===== src/rtl/pcnt_pkg.sv =====
package pcnt_pkg;
  // Mode encoding is {test, read}
  typedef enum logic [1:0] {
    M_COUNT  = 2'b00,
    M_READ   = 2'b01,
    M_TCOUNT = 2'b10,
    M_TREAD  = 2'b11
  } pcnt_mode_e;
endpackage


===== src/rtl/pcnt_sync.sv =====
module pcnt_sync #(
  parameter int W = 1,
  parameter int STAGES = 2,
  parameter logic [W-1:0] RST_VAL = '0
) (
  input  logic         clk,
  input  logic         rst_n,
  input  logic [W-1:0] d,
  output logic [W-1:0] q
);
  logic [W-1:0] stage_q [STAGES];

  always_ff @(posedge clk or negedge rst_n) begin
    if (!rst_n) begin
      for (int i = 0; i < STAGES; i++) stage_q[i] <= RST_VAL;
    end else begin
      stage_q[0] <= d;
      for (int i = 1; i < STAGES; i++) stage_q[i] <= stage_q[i-1];
    end
  end

  assign q = stage_q[STAGES-1];
endmodule


===== src/rtl/pcnt_edge.sv =====
module pcnt_edge #(
  parameter int W = 1,
  parameter logic [W-1:0] IDLE = '0
) (
  input  logic         clk,
  input  logic         rst_n,
  input  logic [W-1:0] lvl,
  output logic [W-1:0] rise,
  output logic [W-1:0] fall
);
  logic [W-1:0] prev_q;

  always_ff @(posedge clk or negedge rst_n) begin
    if (!rst_n) prev_q <= IDLE;
    else        prev_q <= lvl;
  end

  assign rise = lvl & ~prev_q;
  assign fall = ~lvl & prev_q;
endmodule


===== src/rtl/pcnt_ctl.sv =====
module pcnt_ctl
  import pcnt_pkg::*;
(
  input  logic clk,
  input  logic rst_n,
  input  logic rd_lvl,
  input  logic te_lvl,
  input  logic run_lvl,
  input  logic hit_fall,
  input  logic tst_rise,
  input  logic sclk_fall,
  input  logic sclk_rise,
  input  logic run_fall,
  output logic cnt_ev,
  output logic shift_ev
);
  pcnt_mode_e mode, mode_q;
  logic armed_q, run_seen_q, mode_steady;

  assign mode = pcnt_mode_e'({te_lvl, rd_lvl});
  assign mode_steady = (mode == mode_q);

  always_ff @(posedge clk or negedge rst_n) begin
    if (!rst_n) begin
      mode_q     <= M_COUNT;
      armed_q    <= 1'b0;
      run_seen_q <= 1'b0;
    end else begin
      mode_q <= mode;
      if (!mode_steady) begin
        armed_q    <= 1'b0;
        run_seen_q <= 1'b0;
      end else begin
        unique case (mode)
          M_READ: begin
            if (sclk_fall)      armed_q <= 1'b1;
            else if (sclk_rise) armed_q <= 1'b0;
          end
          M_TREAD: begin
            if (run_fall) run_seen_q <= 1'b1;
            if (sclk_fall) begin
              armed_q    <= run_seen_q && !run_lvl;
              run_seen_q <= 1'b0;
            end else if (sclk_rise) begin
              armed_q <= 1'b0;
            end
          end
          default: begin
            armed_q    <= 1'b0;
            run_seen_q <= 1'b0;
          end
        endcase
      end
    end
  end

  assign cnt_ev   = mode_steady && ((mode == M_COUNT && hit_fall) ||
                                    (mode == M_TCOUNT && tst_rise));
  assign shift_ev = mode_steady && (mode == M_READ || mode == M_TREAD) &&
                    sclk_rise && armed_q;
endmodule


===== src/rtl/pcnt_cell.sv =====
module pcnt_cell #(
  parameter int CNT_W  = 16,
  parameter int SYNC_N = 2
) (
  input  logic clk,
  input  logic rst_n,
  input  logic hit_i,
  input  logic tst_pin_i,
  input  logic rd_sel_i,
  input  logic tst_en_i,
  input  logic sclk_i,
  input  logic dir_i,
  input  logic run_i,
  input  logic up_in_i,
  input  logic dn_in_i,
  input  logic ovf_prev_i,
  output logic up_out_o,
  output logic up_oe_o,
  output logic dn_out_o,
  output logic dn_oe_o,
  output logic ovf_n_o,
  output logic ovf_chain_o
);
  // synchronised input bundle layout
  localparam int I_HIT = 0, I_TST = 1, I_RD = 2, I_TE = 3, I_SCLK = 4;
  localparam int I_DIR = 5, I_RUN = 6, I_UP = 7, I_DN = 8;
  localparam int NIN = 9;
  localparam logic [NIN-1:0] IN_IDLE = NIN'((1 << I_TST) | (1 << I_SCLK));
  // pulse strobes: {run, sclk, tst, hit}
  localparam int NP = 4;
  localparam logic [NP-1:0] P_IDLE = 4'b0110;

  function automatic logic [CNT_W-1:0] f_incr(input logic [CNT_W-1:0] v);
    return v + 1'b1;
  endfunction

  function automatic logic [CNT_W-1:0] f_shift(input logic [CNT_W-1:0] v, input logic b);
    return {v[CNT_W-2:0], b};
  endfunction

  function automatic logic f_at_max(input logic [CNT_W-1:0] v);
    return &v;
  endfunction

  logic [NIN-1:0] raw_in, syn;
  logic [NP-1:0]  p_rise, p_fall;
  logic [CNT_W-1:0] count_q;
  logic ovf_q, cnt_ev, shift_ev, wrap_ev, ser_in, msb;

  assign raw_in = {dn_in_i, up_in_i, run_i, dir_i, sclk_i, tst_en_i, rd_sel_i, tst_pin_i, hit_i};

  pcnt_sync #(.W(NIN), .STAGES(SYNC_N), .RST_VAL(IN_IDLE)) u_sync (
    .clk(clk), .rst_n(rst_n), .d(raw_in), .q(syn)
  );

  pcnt_edge #(.W(NP), .IDLE(P_IDLE)) u_edge (
    .clk(clk), .rst_n(rst_n),
    .lvl({syn[I_RUN], syn[I_SCLK], syn[I_TST], syn[I_HIT]}),
    .rise(p_rise), .fall(p_fall)
  );

  pcnt_ctl u_ctl (
    .clk(clk), .rst_n(rst_n),
    .rd_lvl(syn[I_RD]), .te_lvl(syn[I_TE]), .run_lvl(syn[I_RUN]),
    .hit_fall(p_fall[0]), .tst_rise(p_rise[1]),
    .sclk_fall(p_fall[2]), .sclk_rise(p_rise[2]), .run_fall(p_fall[3]),
    .cnt_ev(cnt_ev), .shift_ev(shift_ev)
  );

  assign ser_in  = syn[I_DIR] ? syn[I_UP] : syn[I_DN];
  assign wrap_ev = cnt_ev && f_at_max(count_q);

  always_ff @(posedge clk or negedge rst_n) begin
    if (!rst_n) begin
      count_q <= '0;
      ovf_q   <= 1'b0;
    end else if (shift_ev) begin
      count_q <= f_shift(count_q, ser_in);
      ovf_q   <= 1'b0;
    end else if (cnt_ev) begin
      count_q <= f_incr(count_q);
      if (wrap_ev) ovf_q <= 1'b1;
    end
  end

  assign msb         = count_q[CNT_W-1];
  assign up_oe_o     = syn[I_RD] && !syn[I_DIR];
  assign dn_oe_o     = syn[I_RD] &&  syn[I_DIR];
  assign up_out_o    = up_oe_o && msb;
  assign dn_out_o    = dn_oe_o && msb;
  assign ovf_n_o     = !ovf_q;
  assign ovf_chain_o = ovf_prev_i && !ovf_q;
endmodule


===== config.mk =====
export PLATFORM = sky130hd
export DESIGN_NAME = pcnt_cell
export DESIGN_NICKNAME = d
export VERILOG_FILES = /design/src/rtl/pcnt_pkg.sv /design/src/rtl/pcnt_sync.sv /design/src/rtl/pcnt_edge.sv /design/src/rtl/pcnt_ctl.sv /design/src/rtl/pcnt_cell.sv
export SDC_FILE = /design/constraint.sdc
export NUM_CORES = 1
export LEC_CHECK = 0
export ABC_AREA = 1
export BUFFER_PORTS_ARGS = -buffer_cell sky130_fd_sc_hd__buf_4
export CORE_AREA = 2 2 68 70
export DETAILED_ROUTE_END_ITERATION = 8
export DIE_AREA = 0 0 70 72
export PLACE_DENSITY_LB_ADDON = 0.25
export SLEW_MARGIN = 25
export SYNTH_ARGS = -nofsm -noshare
export SYNTH_HDL_FRONTEND = slang
export SYNTH_SLANG_ARGS = --single-unit

===== constraint.sdc =====
create_clock -name clk -period 1.7 [get_ports clk]
set_input_delay 0.34 -clock clk [delete_from_list [all_inputs] [get_ports clk]]
set_output_delay 0.34 -clock clk [all_outputs]
set_load 0.01 [all_outputs]

After elaboration in Yosys (flattened, before gate mapping)
Cells that the tools add are included.
{"block": "word_totals", "out_inout_bits": 6, "latch_bits": 0, "regBits": 43, "rom_bits": 0, "ramBits": 0, "n_memories": 0}
{"block": "op_classes", "div_mod_pow": 0, "shifts": 0, "mux": 15, "reduce_logical": 24, "n_bitwise": 4, "magnitude_cmp": 0, "n_addsub": 1, "n_eq_ne": 6, "n_mul": 0}
{"operator": "16-bit 2-to-1 mux", "count": 2}
{"operator": "16-bit by 1-bit adder with 16-bit output (second input constant)", "count": 1}
{"operator": "16-bit AND reduction", "count": 1}
{"operator": "1-bit logical AND", "count": 13}
{"operator": "1-bit 2-to-1 mux", "count": 11}
{"operator": "4-bit bitwise AND", "count": 1}
{"operator": "2-bit == test (second input constant)", "count": 2}
{"operator": "4-bit inequality test (second input constant)", "count": 1}
{"operator": "4-bit inverter", "count": 1}
{"operator": "1-bit case mux with 2 select lines", "count": 2}
{"operator": "2-bit AND reduction", "count": 2}
{"operator": "2-bit nonzero test", "count": 2}
{"operator": "3-bit bitwise AND", "count": 1}
{"operator": "1-bit logical NOT", "count": 3}
{"operator": "3-bit inverter", "count": 1}
{"operator": "2-bit by 1-bit == test with 1-bit output (second input constant)", "count": 1}
{"operator": "2-bit == test", "count": 1}
{"operator": "2-bit logical NOT", "count": 1}
{"operator": "1-bit logical OR", "count": 2}
{"operator": "2-bit inequality test (second input constant)", "count": 1}

Depth between registers and ports, before layout
Gate-level depths: netlist of run 1.
{"block": "depth", "ltp_word": 9, "ltp_mapped": 9, "ltp_nobuf": 9}

Cells and area by module
A second synthesis of run 1 with hierarchy kept.
{"block": "hier_totals", "cells_unflattened": 236, "hier_area_um2": 2043.2}
{"mod": "pcnt_cell", "area_per_inst_um2": 1123.6, "instances": 1, "cells_each": 152}
{"mod": "pcnt_sync", "area_per_inst_um2": 523.0, "instances": 1, "cells_each": 27}
{"mod": "pcnt_ctl", "area_per_inst_um2": 234.0, "instances": 1, "cells_each": 37}
{"mod": "pcnt_edge", "area_per_inst_um2": 162.7, "instances": 1, "cells_each": 20}

Worst setup path after synthesis of run 1
No wires, ideal clock.
{"block": "synth_timing", "kind": "reg-to-reg", "from": "reg u_sync.stage_q, in the netlist u_sync.q[4]", "to": "reg count_q[12]", "required_time_ns": 1.576, "n_path_buf": 1, "setup_ns": 0.124, "stages_incl_launch_ff": 7, "arrival_ns": 1.176, "period_less_slack_ns": 1.301, "slack_ns": 0.399, "path_cell_list": "dfstp_2 > nand2_1 > nor2_1 > nand3_4 > buf_6 > nand3_1 > nand3_1"}
{"block": "synth_via", "elab_chain_len": 4, "elab_cells_between_ends": 5}
{"item": "start: declaration", "line": "pcnt_sync.sv:11", "rtl": "logic [W-1:0] stage_q [STAGES];"}
{"item": "3-bit bitwise AND *", "line": "pcnt_edge.sv:18", "rtl": "assign rise = lvl & ~prev_q;"}
{"item": "1-bit logical AND *", "line": "pcnt_ctl.sv:59", "rtl": "assign shift_ev = mode_steady && (mode == M_READ || mode == M_TREAD) &&"}
{"item": "1-bit logical AND *", "line": "pcnt_ctl.sv:60", "rtl": "sclk_rise && armed_q;"}
{"item": "16-bit 2-to-1 mux / 2-bit nonzero test (equally long branches)"}
{"item": "end signal: assignment", "line": "pcnt_cell.sv:78", "rtl": "count_q <= f_shift(count_q, ser_in);"}
{"item": "end signal: assignment", "line": "pcnt_cell.sv:81", "rtl": "count_q <= f_incr(count_q);"}
{"item": "end: declaration", "line": "pcnt_cell.sv:47", "rtl": "logic [CNT_W-1:0] count_q;"}
Mark *: on every way between the ends. The rest lies on a longest branch, timed or not.
A chain may end at the register's enable or synchronous reset.

Worst setup path in the final report of run 1
{"block": "layout_timing", "from": "reg count_q[1]", "to": "reg ovf_q"}
{"block": "layout_via", "elab_chain_len": 4}
{"item": "16-bit AND reduction", "line": "pcnt_cell.sv:42", "rtl": "return &v;"}
{"item": "1-bit logical AND", "line": "pcnt_cell.sv:71", "rtl": "assign wrap_ev = cnt_ev && f_at_max(count_q);"}
{"item": "2-bit nonzero test (no line)"}
{"item": "2-bit AND reduction (no line)"}
{"item": "end signal: assignment", "line": "pcnt_cell.sv:76", "rtl": "ovf_q <= 1'b0;"}
{"item": "end signal: assignment", "line": "pcnt_cell.sv:79", "rtl": "ovf_q <= 1'b0;"}
{"item": "end signal: assignment", "line": "pcnt_cell.sv:82", "rtl": "if (wrap_ev) ovf_q <= 1'b1;"}
{"item": "end: declaration", "line": "pcnt_cell.sv:48", "rtl": "logic ovf_q, cnt_ev, shift_ev, wrap_ev, ser_in, msb;"}
Every way passes these cells.

==> summary.txt, run 1 <==
Route
  • Drt total wl: 3880 um
  • DRC viols: 0
  • Antenna-violating nets left: 0
  • Drt pass-1 iters: 5
  • Routed vias/inst: 5.02
  • Iter 0 DRT Violations: 104
  • Routed via count: 1638
  • Wirelength per Cell: 11.9 um

Place
  • Placed Cells incl. Taps: 315
  • Dpl hpwl: 2670 um
  • IO Port Bufs: 17
  • GP Congestion: 0.803

Job
  • Max Cap Violations: 0

Timing
  • Skew final: 0.00776 ns
  • Final hold viol count: 0
  • RSZ-0062 raised after global routing: no
  • Final Max Tran Viols: 0
  • Setup TNS: 0 ns
  • Setup Viol. Count Final: 0
  • Worst hold slack: 0.0187 ns
  • Worst Tran Pin Value: 0.531 ns
  • Final min period: 1.52 ns
  • Fmax: 656 MHz
  • Rel. slew slack: 0.646
  • Final Cycle Share: 0.897

Yosys
  • Yosys warns: 0
  • Syn Nets: 263
  • Sequential cell area fraction in the yosys report: 0.517
  • Synth top area share: 0.442
  • Synth Instances: 250
  • Synth top area cells: dfrtp_1 44%, nand2_1 13%, nand3_1 9.8%
  • Area leader, netlist: dfrtp_1
  • Synth unique cells: 27
  • Mean Syn Cell Area: 8.38 um^2
  • Mapped Area: 0.00209 mm^2
  • Synthesis-stage register bit count: 43

Floorplan
  • DIE WIDTH: 70 um
  • I/O Pins: 18
  • Core Box Area: 0.00426 mm^2
  • Row count: 24
  • DIE HEIGHT: 72 um
  • Initial Util: 0.491
  • Die area: 0.00504 mm^2

Pwr
  • LEAKAGE: 1.14 nW
  • Pwr Density: 864 mW/mm^2
  • Reg power frac: 0.559
  • Sw Pwr: 530 uW
  • Pint: 1.51 mW
  • Logic pwr share: 0.107
  • Pwr Total: 2.04 mW
  • Clock power share: 0.334
  • Max rail drop VDD: 0.666 mV
  • Switching Share: 0.259

Clock network
  • CTS resizes: 0
  • Root buffer cell: clkbuf_8
  • CTS tree: built
  • H-tree lvl count: 2
  • Clock Sink Count: 43
  • Inserted Clock Buffers: 5
  • Post-CTS Setup Inserts: 0
  • Clk pin slew, worst setup/hold paths: 0.08 ns
  • Clock Latency Late Sink: 0.29 ns
  • Clock Tree Buf Depth: 2
  • Hold Buf Count CTS: 0

Global routing
  • Initial antenna violation count: 0
  • Pin count of the biggest net entering global routing: 44
  • Vias in the first global route: 1541
  • GRT Util Overall: 0.171
  • Grt total ovfl: 0
  • First-pass GRT wire length: 6790 um

Setup path
  • Startpoint Class: register
  • Crit. End Element: register
  • WP data arrival: 1.75 ns
  • Critical path fanouts, max: 7
  • Crit path required time: 1.92 ns
  • Crit Path Class: reg2reg

Min path
  • Hold Path Class: in2async

Outcome
  • Outcome: finished clean

Layout
  • Commonest non-fill, non-tap cell in the layout: nand2_1
  • Layout Nets: 286
  • Layout cell share with drive strength beyond 1: 0.193
  • Antenna diodes: 0
  • Synth-to-Final Area Change: 13.0%
  • Final Non-Filler Cells: 326
  • Post-route core utilization: 0.555
  • Most frequent cells in the layout: 73 x nand2_1, 41 x nand3_1, 37 x dfrtp_1
  • Number of fill cells: 409
cell usage after synthesis (all sizes together):
master / instances
a21o: 1
a21oi: 2
a31oi: 1
buf: 4
clkbuf: 1
dfrtp: 37
dfstp: 6
ha: 1
inv: 31
nand2: 77
nand3: 44
nand4: 8
nor2: 23
nor3: 2
nor3b: 1
o211ai: 3
o21ai: 3
or2: 1
xnor2: 1
xor2: 3
metal layers:
layer | up-vias | track usage | routed length [um]
met2 | 36 | 0.270 | 1800
li1 | 846 | - | -
met1 | 748 | 0.227 | 1820
met3 | 8 | 0.0431 | 171
met5 | - | 0 | 0
met4 | 0 | 0.0726 | 85
cell type report:
type,count,area [um^2],area share
Clock buffer,6,82.6,0.0349
Clock inverter,2,16.3,0.00687
Inverter,31,119,0.0502
Multi-Input combinational cell,171,843,0.356
Sequential cell,43,1080,0.458
Tap cell,52,65.1,0.0275
Timing Repair Buffer,21,158,0.0666
kinds of logic (layout without fill, tap and decap cells):
group,count (synthesis),in the layout,share of synthesized area
AND/OR/NAND/NOR,156,156,0.343
flip-flops,43,43,0.517
buffers and inverters,36,60,0.0800
AO/OA/AOI/OAI,10,10,0.0364
XOR/XNOR,4,4,0.0167
adder cells (fa/ha/maj),1,1,0.00597
per-stage QoR:
stage,setup slack (ns),area (um^2)
after floorplan,0.399,2090
after global placement,0.205,2250
after detailed placement,0.182,2250
after CTS,0.148,2340
after global routing,0.0194,2370
final,0.175,2370
power by group through the flow:
stage / Clock, mW / Sequential, mW / Combinational (mW)
after global placement: 0 / 1.16 / 0.216
after floorplan: 0 / 1.16 / 0.133
final: 0.682 / 1.14 / 0.218
after detailed placement: 0 / 1.16 / 0.220
after global routing: 0.744 / 1.15 / 0.251
after CTS: 0.707 / 1.14 / 0.226
path summary, 6_finish.rpt:
check                      slack, ns  cells after the start               start            endpoint
min in group clk                0.14                      1             dn_in_i  u_sync.stage_q[17]
hold / removal                  0.02                      1               rst_n  u_sync.stage_q[17]
setup reg to reg                0.18                      7          count_q[1]               ovf_q
hold reg to reg                 0.35                      0  u_sync.stage_q[16]         u_sync.q[7]
max in group asynchronous       1.30                      1               rst_n    u_edge.prev_q[2]
setup / recovery                0.18                      7          count_q[1]               ovf_q
critical path: stages (launching register included):
cell and delay, ns:
dfrtp_1 0.42, ha_1 0.22, nand2_2 0.08, nor2_2 0.28, nand3_1 0.16, nor2_1 0.11
nand2_1 0.05, a21oi_1 0.13
flip-flops by register name (all words and copies together) (netlist names):
register	flops
count_q	16
ovf_q	1
u_edge.prev_q	4
u_sync.stage_q	9
u_ctl.run_seen_q	1
u_ctl.armed_q	1
u_sync.q	9
u_ctl.mode_q	2
Note: power is estimated with default switching activity, not from simulation.
==> run 2: changes to the inputs <==
- CAP_MARGIN: default -> 10
- CORE_AREA: 2 2 68 70 -> 2 2 58 82
- DIE_AREA: 0 0 70 72 -> 0 0 60 84
==> run 2 against run 1 <==
Power increased by 3.9%. Clock-buffer cell count unchanged. Critical path depth increased by 1. Via count increased by 1.1%. Sequential power about the same. Die area unchanged. Cell area increased by 0.58%. Worst setup slack got worse by 0.011 ns. Hold slack got worse by 0.0080 ns. Clock skew increased by 0.00063 ns.
==> summary.txt, run 2 (synthesized netlist as in run 1, its figures left out) <==
Floorplan
  • DIE HEIGHT: 84 um
  • DIE WIDTH: 60 um
  • Row count: 29
  • Die area: 0.00504 mm^2
  • Initial Util: 0.477
  • Core Box Area: 0.00439 mm^2
  • I/O Pins: 18

Setup path
  • Max stage delay on crit path: 0.54 ns
  • R2R Path End: count_q[15]
  • CP dominant cell by count: nand2_1
  • Reg2reg path depth: 8
  • WP data arrival: 1.77 ns
  • Reg2Reg Launch Point: u_sync.q[4]
  • Crit path buffers/inverters: 2
  • Critical path fanouts, max: 19
  • Crit. End Element: register
  • CP max stage cell: dfstp_2
  • CP Cell Sequence: nand2_1, nor2_1, nand3_4, inv_4, nand2_1, nand2_1, inv_1, nand2_1
  • Crit path required time: 1.94 ns
  • Top delay family on crit path: simple AND/OR/NAND/NOR gates
  • Crit Path Class: reg2reg
  • Startpoint Class: register
  • Reg2reg setup slack: 0.16 ns

Pwr
  • Clock power share: 0.366
  • LEAKAGE: 1.14 nW
  • Switching Share: 0.240
  • Pwr Density: 892 mW/mm^2
  • Max rail drop VDD: 0.581 mV
  • Reg power frac: 0.542
  • Pint: 1.61 mW
  • Pwr Total: 2.12 mW
  • Logic pwr share: 0.092
  • Sw Pwr: 511 uW

Layout
  • Number of fill cells: 414
  • Synth-to-Final Area Change: 13.7%
  • Layout cell share with drive strength beyond 1: 0.181
  • Layout Nets: 283
  • Post-route core utilization: 0.542
  • Final Non-Filler Cells: 333
  • Antenna diodes: 0
  • Most frequent cells in the layout: 73 x nand2_1, 41 x nand3_1, 37 x dfrtp_1
  • Commonest non-fill, non-tap cell in the layout: nand2_1
  • Largest Register: count_q
  • Max reg flops: 16

Clock network
  • Clock Sink Count: 43
  • Clock Tree Buf Depth: 2
  • CTS tree: built
  • Inserted Clock Buffers: 5
  • Hold Buf Count CTS: 0
  • CTS resizes: 0
  • H-tree lvl count: 2
  • Clk pin slew, worst setup/hold paths: 0.08 ns
  • Root buffer cell: clkbuf_8
  • Clock Latency Late Sink: 0.29 ns
  • Post-CTS Setup Inserts: 0

Place
  • GP Congestion: 0.821
  • Dpl hpwl: 2620 um
  • IO Port Bufs: 17
  • Placed Cells incl. Taps: 325

Global routing
  • Grt peak-use layer: met2
  • Grt total ovfl: 0
  • First-pass GRT wire length: 6870 um
  • Grt met2 use: 0.278
  • Met1 usage: 0.240
  • Pin count of the biggest net entering global routing: 44
  • Initial antenna violation count: 0
  • GRT Util Overall: 0.179
  • GR Util met3: 0.0279
  • Vias in the first global route: 1544

Timing
  • Final hold viol count: 0
  • Final Max Tran Viols: 0
  • Setup TNS: 0 ns
  • RSZ-0062 raised after global routing: no
  • Fmax: 651 MHz
  • Setup Viol. Count Final: 0
  • Final Cycle Share: 0.903
  • Skew final: 0.00839 ns
  • Final min period: 1.54 ns
  • Worst Tran Pin Value: 0.520 ns
  • Rel. slew slack: 0.653

Route
  • Routed vias/inst: 4.97
  • Iter 0 DRT Violations: 64
  • Routed via count: 1656
  • DRC viols: 0
  • Wirelength per Cell: 11.3 um
  • Antenna-violating nets left: 0
  • Drt pass-1 iters: 4
  • Drt total wl: 3750 um

Job
  • Max Cap Violations: 0

Outcome
  • Outcome: finished clean

Min path
  • Hold Path Class: in2async
==> run 2: per-stage QoR <==
stage | setup WS [ns] | hold slack [ns] | cell area [um^2]
after floorplan | 0.399 | 0.0444 | 2090
after CTS | 0.153 | 0.0378 | 2380
final | 0.164 | 0.0106 | 2380
after global routing | 0.0122 | 0.0731 | 2380
after detailed placement | 0.162 | 0.337 | 2270
after global placement | 0.194 | 0.332 | 2270
==> run 2: how the worst max path moves through the flow <==
stage                      startpoint          end  cells after the start
after floorplan           u_sync.q[4]  count_q[12]                      6
after global placement    u_sync.q[4]  count_q[15]                      8
after detailed placement  u_sync.q[4]  count_q[15]                      8
after CTS                 u_sync.q[4]  count_q[15]                      8
after global routing      u_sync.q[4]  count_q[13]                      8
final                     u_sync.q[4]  count_q[15]                      8
==> run 2: worst reg2reg max path: stages, from the launching register on <==
cell     delay, ns
dfstp_2       0.54
nand2_1       0.06
nor2_1        0.16
nand3_4       0.26
inv_4         0.25
nand2_1       0.07
nand2_1       0.06
inv_1         0.04
nand2_1       0.05
==> run 2: area by class of cell <==
type	instances	area [um^2]	share of cell area
Clock buffer	6	72.6	0.0305
Timing Repair Buffer	18	148	0.0620
Sequential cell	43	1080	0.455
Clock inverter	2	37.5	0.0158
Multi-Input combinational cell	171	843	0.354
Inverter	31	119	0.0499
Tap cell	62	77.6	0.0326
==> run 2: power groups by stage <==
| stage | Clock, mW | Sequential [mW] | Combinational (mW) |
|---|---|---|---|
| 2_1_floorplan | 0 | 1.16 | 0.133 |
| 3_3_place_gp | 0 | 1.17 | 0.198 |
| 3_5_place_dp | 0 | 1.17 | 0.201 |
| 4_1_cts | 0.809 | 1.15 | 0.202 |
| 5_1_grt | 0.839 | 1.16 | 0.225 |
| 6_report | 0.777 | 1.15 | 0.195 |
==> run 2: layer usage <==
metal  up-vias  part of all wire
met5         -                 0
li1        842                 -
met2        36              0.52
met1       772              0.42
met3         6             0.037
met4         0             0.020
